`src/rtl/pxs_pkg.sv`:
```
package pxs_pkg;

  // Width of an index able to hold 0..count-1, never less than one bit.
  function automatic int idx_width(input int count);
    return (count > 1) ? $clog2(count) : 1;
  endfunction

endpackage

```
`src/rtl/pxs_fetch_seq.sv`:
```
module pxs_fetch_seq #(
  parameter int WORDS  = 64,
  parameter int LINES  = 1024,
  parameter int WIDX_W = 6,
  parameter int LIDX_W = 10
) (
  input  logic                     clk,
  input  logic                     rst,
  input  logic                     frame_start,
  input  logic                     line_start,
  input  logic                     load_tick,
  output logic                     fetch_req,
  output logic [LIDX_W+WIDX_W-1:0] fetch_addr
);

  localparam logic [LIDX_W-1:0] LAST_LINE = LIDX_W'(LINES - 1);
  localparam logic [WIDX_W:0]   WORDS_C   = (WIDX_W+1)'(WORDS);

  logic [LIDX_W-1:0] line_q;
  logic [LIDX_W-1:0] next_line;
  logic [WIDX_W:0]   word_q;

  always_comb begin
    if (frame_start || line_q == LAST_LINE) next_line = '0;
    else                                    next_line = line_q + 1'b1;
  end

  always_ff @(posedge clk) begin
    if (rst) begin
      fetch_req  <= 1'b0;
      fetch_addr <= '0;
      word_q     <= WORDS_C;
      line_q     <= LAST_LINE;
    end else begin
      fetch_req <= 1'b0;
      if (line_start) begin
        fetch_req  <= 1'b1;
        fetch_addr <= {next_line, {WIDX_W{1'b0}}};
        word_q     <= (WIDX_W+1)'(1);
        line_q     <= next_line;
      end else begin
        if (frame_start) line_q <= LAST_LINE;
        if (load_tick && word_q < WORDS_C) begin
          fetch_req  <= 1'b1;
          fetch_addr <= {line_q, word_q[WIDX_W-1:0]};
          word_q     <= word_q + 1'b1;
        end
      end
    end
  end

endmodule

```
`src/rtl/pxs_shifter.sv`:
```
module pxs_shifter #(
  parameter int WORD_W  = 16,
  parameter int PHASE_W = 4
) (
  input  logic              clk,
  input  logic              rst,
  input  logic              blank,
  input  logic              line_start,
  input  logic              fetch_req,
  input  logic              rd_valid,
  input  logic [WORD_W-1:0] rd_data,
  output logic              load_tick,
  output logic              pix_out,
  output logic              underrun
);

  logic [WORD_W-1:0]  hold_q;
  logic               hold_full_q;
  logic [WORD_W-1:0]  shift_q;
  logic [PHASE_W-1:0] phase_q;
  logic [1:0]         pending_q;
  logic               drop_q;
  logic               starve;

  assign load_tick = !blank && (phase_q == '0);
  assign starve    = load_tick && !hold_full_q;

  always_ff @(posedge clk) begin
    if (rst) begin
      hold_q      <= '0;
      hold_full_q <= 1'b0;
      shift_q     <= '0;
      phase_q     <= '0;
      pending_q   <= '0;
      drop_q      <= 1'b0;
      pix_out     <= 1'b0;
      underrun    <= 1'b0;
    end else begin
      underrun  <= 1'b0;
      pending_q <= pending_q + {1'b0, fetch_req} - {1'b0, rd_valid};

      // Serial side
      if (blank) begin
        pix_out <= 1'b0;
        phase_q <= '0;
      end else if (load_tick) begin
        phase_q <= phase_q + 1'b1;
        if (hold_full_q) begin
          pix_out     <= hold_q[WORD_W-1];
          shift_q     <= {hold_q[WORD_W-2:0], 1'b0};
          hold_full_q <= 1'b0;
        end else begin
          pix_out  <= 1'b0;
          shift_q  <= '0;
          underrun <= 1'b1;
          if (!rd_valid && pending_q != '0) drop_q <= 1'b1;
        end
      end else begin
        phase_q <= phase_q + 1'b1;
        pix_out <= shift_q[WORD_W-1];
        shift_q <= {shift_q[WORD_W-2:0], 1'b0};
      end

      // Memory side: accept in-time data, discard late data
      if (rd_valid) begin
        if (drop_q) begin
          drop_q <= 1'b0;
        end else if (!starve) begin
          hold_q      <= rd_data;
          hold_full_q <= 1'b1;
        end
      end

      if (line_start) begin
        hold_full_q <= 1'b0;
        drop_q      <= 1'b0;
      end
    end
  end

endmodule

```
`src/rtl/pixel_word_serializer.sv`:
```
module pixel_word_serializer #(
  parameter  int WORD_W   = 16,
  parameter  int LINE_PIX = 1024,
  parameter  int LINES    = 1024,
  localparam int WORDS    = LINE_PIX / WORD_W,
  localparam int WIDX_W   = pxs_pkg::idx_width(WORDS),
  localparam int LIDX_W   = pxs_pkg::idx_width(LINES),
  localparam int ADDR_W   = LIDX_W + WIDX_W
) (
  input  logic              clk,
  input  logic              rst,
  input  logic              frame_start,
  input  logic              line_start,
  input  logic              blank,
  output logic              fetch_req,
  output logic [ADDR_W-1:0] fetch_addr,
  input  logic              rd_valid,
  input  logic [WORD_W-1:0] rd_data,
  output logic              pix_out,
  output logic              underrun
);

  localparam int PHASE_W = pxs_pkg::idx_width(WORD_W);

  logic load_tick;

  pxs_fetch_seq #(
    .WORDS (WORDS),
    .LINES (LINES),
    .WIDX_W(WIDX_W),
    .LIDX_W(LIDX_W)
  ) u_fetch (
    .clk        (clk),
    .rst        (rst),
    .frame_start(frame_start),
    .line_start (line_start),
    .load_tick  (load_tick),
    .fetch_req  (fetch_req),
    .fetch_addr (fetch_addr)
  );

  pxs_shifter #(
    .WORD_W (WORD_W),
    .PHASE_W(PHASE_W)
  ) u_shift (
    .clk       (clk),
    .rst       (rst),
    .blank     (blank),
    .line_start(line_start),
    .fetch_req (fetch_req),
    .rd_valid  (rd_valid),
    .rd_data   (rd_data),
    .load_tick (load_tick),
    .pix_out   (pix_out),
    .underrun  (underrun)
  );

endmodule

```
`config.mk`:
```
export PLATFORM = sky130hd
export DESIGN_NAME = pixel_word_serializer
export DESIGN_NICKNAME = d
export VERILOG_FILES = /design/src/rtl/pxs_pkg.sv /design/src/rtl/pxs_fetch_seq.sv /design/src/rtl/pxs_shifter.sv /design/src/rtl/pixel_word_serializer.sv
export SDC_FILE = /design/constraint.sdc
export NUM_CORES = 1
export LEC_CHECK = 0
export ABC_CLOCK_PERIOD_IN_PS = 2500
export BUFFER_PORTS_ARGS = -buffer_cell sky130_fd_sc_hd__buf_2
export CAP_MARGIN = 30
export CORE_MARGIN = 3
export CORE_UTILIZATION = 46
export CTS_CLUSTER_DIAMETER = 50
export DETAILED_ROUTE_END_ITERATION = 8
export PLACE_DENSITY = 0.77
export SLEW_MARGIN = 20
export SYNTH_ARGS = -nofsm -noshare
export SYNTH_HDL_FRONTEND = slang
export SYNTH_SLANG_ARGS = --single-unit
```
`constraint.sdc`:
```
create_clock -name clk -period 2.5 [get_ports clk]
set_input_delay 0.25 -clock clk [delete_from_list [all_inputs] [get_ports clk]]
set_output_delay 0.25 -clock clk [all_outputs]
set_load 0.02 [all_outputs]
```
==> run_results.csv, run 1 <==
group,metric,value,unit
outcome,outcome,"finished clean",
global_route,overflow,0,
worst_setup_path,crit_chain,"inv_1 -> ha_1 -> or4b_1 -> buf_4 -> nor2_4 -> mux2i_1 -> o32ai_1",
drt,met3_length,399,um
drt,via_per_inst,5.38,
timing,worst_slew_pin_slew,0.652,ns
cts,cts_buffers,9,
layout,drive_gt1_share,16.1,%
die,start_util,48.5,%
synth,netlist.area_leader.share,44.3,%
synth,synth-edff-count,0,
global_route,grt_usage,18.0,%
worst_setup_path,max_stage_delay,0.53,ns
drt,wl_met1,3.04,mm
drt,wire_per_inst,13.8,um
timing,finalCritPeriodShare,80.3,%
power_and_ir_drop,powerDensity,695,nW/um^2
global_route,grt_max_degree,44,
placed_design,gp_routability_congestion,0.913,
drt,num_vias,2861,
global_route,grt_pass1_wl,12.3,mm
synth,yosys.area.top_type,"dfxtp_1",
placed_design,dpl_worst_slack,0.538,ns
synth,syn_area,3390,um^2
worst_setup_path,crit_path_max_fanout,19,
cts,cts_resized,0,
drt,drt_first_pass_iters,4,
synth,ys_ff_latch,75,
die,fp.dieH,91.8,um
timing,clock.fmax,498,MHz
die,die_w,91.8,um
power_and_ir_drop,vdd_drop_max,0.259,mV
synth,yosysUniqueCellTypes,44,
cts,htreeDepth,3,
layout,multi_input_area,1700,um^2
synth,syn_avg_cell_area,8.43,um^2
worst_setup_path,critPathSlowestCell,"or4b_1",
placed_design,port_buffers,40,
placed_design,hpwl,4.84,mm
worst_setup_path,cp.arrival,2.21,ns
layout,area_growth,13.4,%
die,dieArea,8430,um^2
flow_run,cap_violations,0,
worst_setup_path,crit_type,"register to register",
cts,hold_buffers,0,
timing,skew,0.00705,ns
worst_hold_path,hold_depth,2,
timing,period_minus_slack,2.01,ns
timing,timing.setup.tns,0,ns
drt,wirelength,7.33,mm
worst_hold_path,hold_class,"input port to register",
cts,root_buffer,"clkbuf_8",
layout,antenna_cells,0,
cts,clkTransAtPathRegs,0.07,ns
timing,finalWorstSetupSlack,0.492,ns
timing,setup_viol_count_final,0,
timing,drv_slew,0,
cts,insertion_delay,0.35,ns
worst_setup_path,reg2reg_depth,7,
worst_setup_path,cp.depth,7,
drt,dr_wl_met2,3.79,mm
die,coreArea,6980,um^2
drt,drtIter0Drc,134,
cts,clk_path_buf_depth,2,
cts,tritoncts,"yes",
cts,cts.sinks,75,
die,ioPinCount,41,
global_route,grt_antenna_before_repair,0,
layout,n_fill_cell,670,
timing,finalHoldViolations,0,
layout,regArea,1500,um^2
timing,max-slew-margin-rel,56.5,%
worst_setup_path,crit_buf_inv,2,
cts,postCtsSetupRepairBufs,0,
worst_setup_path,startpoint_type,"register",
global_route,grt_pass1_vias,2700,
synth,synth-async-reset-ratio,0,%
synth,syn_inst,402,
timing,rsz0062_at_grt,"false",
synth,yosys_warnings,0,
worst_setup_path,crit_path_end_kind,"register",
drt,drc,0,
synth,synth.yosys.seq_area_share,44.3,%
synth,syn_nets,430,
drt,ant_nets,0,
worst_setup_path,path_delay_family,"simple AND/OR/NAND/NOR gates",
drt,highest_layer,"met4",
layout,layout_commonest_cell,"dfxtp_1",
synth,yosys-top-cells-area,"dfxtp_1 (44%), nand2_1 (6.2%), a21oi_1 (5.5%)",
layout,final_cell_mix,"dfxtp_1 (75), nand2_1 (56), buf_2 (40), a21oi_1 (37), nand3_1 (35)",
worst_setup_path,cp_data_required_time,2.71,ns
power_and_ir_drop,p_leak,0.00151,uW
synth,synth_ff_type,"dfxtp_1",
die,num_rows,30,
layout,layout.nets,460,
==> power breakdown <==
part	leakage, uW	switching [uW]	total [uW]	internal [uW]
Clock	0.000106	451	1010	560
Combinational	0.000795	208	349	141
Sequential	0.000613	58.2	1310	1250
Total	0.00151	717	2670	1950
==> per-stage QoR <==
step	std cells	total power (uW)	cell area, um^2	hold WS, ns	util, %
6_report	532	2670	3840	0.0970	55.0
3_3_place_gp	517	1670	3630	0.441	51.9
4_1_cts	532	2690	3840	0.0888	55.0
2_1_floorplan	402	1600	3390	0.329	-
5_1_grt	532	2800	3840	0.0878	55.0
3_5_place_dp	517	1680	3630	0.446	51.9
==> routing by layer <==
metal / vias up / GRT usage (%)
li1: 1450 / -
met1: 1326 / 20.8
met2: 72 / 32.0
met3: 13 / 5.50
met4: 0 / 4.95
met5: - / 0
==> final cells by class <==
class | instances | area share (%)
flip-flops and latches | 75 | 39.1
repair buffers | 49 | 6.97
inverters | 10 | 0.978
clock buffers | 9 | 3.23
well taps | 96 | 3.13
multi-input cells | 287 | 44.2
clock inverters | 6 | 2.35
==> synth_stat cells (4+ instances only) <==
library cell and count:
xnor2_1 8, ha_1 6, a21oi_1 37, a31oi_1 4
nor2_1 32, a21o_1 22, xor2_1 5, nor3_1 10
inv_1 9, dfxtp_1 75, o21ai_0 18, nand3_1 35
nand2_1 56, clkbuf_1 22, mux2i_1 17
==> cells by family (layout without fill, tap and decap cells) <==
family / after synthesis / in the layout / synth area share, %
buffers and inverters: 40 / 74 / 5.50
XOR/XNOR: 13 / 13 / 3.36
flip-flops: 75 / 75 / 44.3
AO/OA/AOI/OAI: 97 / 97 / 17.6
AND/OR/NAND/NOR: 154 / 154 / 22.0
multiplexers: 17 / 17 / 5.02
adder cells (fa/ha/maj): 6 / 6 / 2.22
==> registers in the layout (all words and copies together), names as in the netlist <==
signal / flops
u_fetch.fetch_addr: 16
u_shift.hold_q: 16
u_fetch.word_q: 7
u_shift.pix_out: 1
u_fetch.fetch_req: 1
u_shift.hold_full_q: 1
u_shift.pending_q: 2
u_shift.underrun: 1
u_shift.phase_q: 4
u_shift.drop_q: 1
u_shift.shift_q: 15
u_fetch.line_q: 10
==> path summary, 6_finish.rpt <==
| kind | from | endpoint | slack [ns] |
|---|---|---|---|
| max reg2reg | u_shift.phase_q[0] | u_fetch.fetch_addr[15] | 0.49 |
| max | u_shift.phase_q[0] | u_fetch.fetch_addr[15] | 0.49 |
| min reg2reg | u_fetch.fetch_addr[4] | u_fetch.fetch_addr[4] | 0.46 |
| min | rd_valid | u_shift.drop_q | 0.1 |
(Power assumes the default switching activity.)
==> inputs of run 2 (changes only) <==
ABC_CLOCK_PERIOD_IN_PS = 1970   (was 2500)
clock period = 1.97 ns   (was 2.5 ns; I/O delays follow)
==> run 2 against run 1 <==
Net effect: setup slack worse by 0.35 ns; clock skew grew 0.0031 ns; register-to-register slack worse by 0.35 ns; die area is the same; critical endpoint is now u_fetch.word_q[5]; largest cell class unchanged.
==> run_results.csv, run 2 (same netlist as run 1, synthesis figures left out) <==
group,metric,value,unit
outcome,outcome,"finished clean",
placed_design,hpwl,5.06,mm
worst_setup_path,max_stage_delay,0.49,ns
global_route,grt_antenna_before_repair,0,
cts,hold_buffers,0,
drt,via_per_inst,5.37,
layout,regArea,1500,um^2
layout,antenna_cells,0,
layout,layout_commonest_cell,"dfxtp_1",
timing,skew,0.0102,ns
cts,root_buffer,"clkbuf_8",
drt,num_vias,2915,
power_and_ir_drop,p_int,2410,uW
power_and_ir_drop,powerDensity,851,nW/um^2
timing,drv_slew,0,
cts,htreeDepth,3,
cts,cts.sinks,75,
worst_setup_path,crit_buf_inv,2,
worst_setup_path,startpoint_type,"register",
cts,clk_path_buf_depth,2,
timing,timing.setup.tns,0,ns
drt,wire_per_inst,13.5,um
layout,area_growth,15.8,%
timing,worst_slew_pin_slew,0.495,ns
cts,postCtsSetupRepairBufs,0,
timing,rsz0062_at_grt,"false",
layout,n_fill_cell,648,
drt,ant_nets,0,
worst_setup_path,cp_data_required_time,2.19,ns
global_route,overflow,0,
global_route,grt_pass1_vias,2770,
drt,drt_first_pass_iters,4,
die,die_w,91.8,um
timing,clock.fmax,547,MHz
layout,reg_top3,"u_fetch.fetch_addr: 16 flops, u_shift.hold_q: 16 flops, u_shift.shift_q: 15 flops",
cts,clkTransAtPathRegs,0.08,ns
drt,drc,0,
power_and_ir_drop,p_leak,0.00157,uW
placed_design,port_buffers,40,
power_and_ir_drop,switching_share,27.6,%
layout,drive_gt1_share,18.1,%
worst_setup_path,cp.arrival,2.05,ns
drt,wirelength,7.31,mm
timing,period_minus_slack,1.83,ns
placed_design,gp_routability_congestion,0.912,
die,fp.dieH,91.8,um
timing,finalCritPeriodShare,92.8,%
die,ioPinCount,41,
power_and_ir_drop,p_clk_share,36.1,%
timing,max-slew-margin-rel,66.9,%
placed_design,dpl_worst_slack,0.0612,ns
cts,cts_buffers,9,
power_and_ir_drop,p_switching,922,uW
worst_setup_path,crit_path_max_fanout,21,
cts,insertion_delay,0.35,ns
worst_setup_path,crit_chain,"inv_1 -> ha_1 -> or4b_4 -> buf_6 -> nor4_4 -> xnor2_1 -> nor2_1",
die,num_rows,30,
cts,tritoncts,"yes",
layout,multi_input_area,1710,um^2
timing,finalWorstSetupSlack,0.141,ns
global_route,grt_pass1_wl,12.4,mm
drt,drtIter0Drc,109,
worst_setup_path,crit_type,"register to register",
power_and_ir_drop,seq_power_share,49.5,%
layout,final_cell_mix,"dfxtp_1 (75), nand2_1 (56), buf_2 (40), a21oi_1 (37), nand3_1 (35)",
timing,finalHoldViolations,0,
die,coreArea,6980,um^2
die,start_util,48.5,%
power_and_ir_drop,p_comb_share,14.4,%
timing,setup_viol_count_final,0,
global_route,grt_usage,17.9,%
global_route,grt_max_degree,44,
worst_setup_path,crit_path_end_kind,"register",
layout,layout.nets,470,
power_and_ir_drop,vdd_drop_max,0.408,mV
die,dieArea,8430,um^2
flow_run,cap_violations,0,
worst_setup_path,path_delay_family,"simple AND/OR/NAND/NOR gates",
worst_hold_path,hold_class,"input port to register",
worst_setup_path,critPathSlowestCell,"or4b_4",
run 2: worst paths after layout:
check,slack (ns),start,cells after the start,to
worst min-delay path,0.04,rd_valid,2,u_shift.drop_q
worst max register to register,0.14,u_shift.phase_q[0],7,u_fetch.word_q[5]
worst min register to register,0.45,u_fetch.fetch_addr[1],2,u_fetch.fetch_addr[1]
worst max-delay path,0.14,u_shift.phase_q[0],7,u_fetch.word_q[5]
run 2: area by class of cell:
type                       instances  share of cell area, %
timing repair buffer              59                   8.93
inverter                          10                  0.957
multi-input combinational        287                   43.6
clock buffer                      11                   3.61
sequential                        75                   38.3
tap                               96                   3.06
clock inverter                     5                   1.56
run 2: what timing repair did:
item / in CTS / in global routing
gates resized for setup: 0 / 4
setup endpoints to repair: 0 / 26
hold endpoints to repair: 0 / 0
run 2: metrics by stage:
| step | total power (uW) | std cells | instance area (um^2) | hold WS, ns | util (%) |
|---|---|---|---|---|---|
| after detailed placement | 2160 | 527 | 3700 | 0.411 | 53.0 |
| final | 3340 | 543 | 3920 | 0.0393 | 56.2 |
| after CTS | 3360 | 543 | 3900 | 0.0219 | 55.9 |
| after global routing | 3490 | 543 | 3920 | 0.0284 | 56.2 |
| after floorplan | 2020 | 402 | 3390 | 0.276 | - |
| after global placement | 2140 | 527 | 3700 | 0.404 | 53.0 |
run 2: routing by layer:
metal	global-route usage, %	vias up	routed length [um]
met3	5.41	13	435
li1	-	1478	-
met5	0	-	0
met2	30.1	75	3520
met4	7.30	0	134
met1	21.2	1349	3220
run 2: power by group through the flow:
stage	registers (uW)	logic, uW	clock network, uW
floorplan	1690	338	0
global placement	1680	458	0
detailed placement	1690	474	0
CTS	1650	478	1230
global route	1660	536	1290
finish	1650	480	1200
run 2: worst reg2reg max path: cells and delay by family (launching register included):
| kind | cells | cell delay [ns] |
|---|---|---|
| buffers and inverters | 2 | 0.26 |
| DFF | 1 | 0.34 |
| xor gates and xnor gates | 1 | 0.15 |
| and+or+nand+nor | 3 | 0.81 |
| adders and majority gates | 1 | 0.15 |
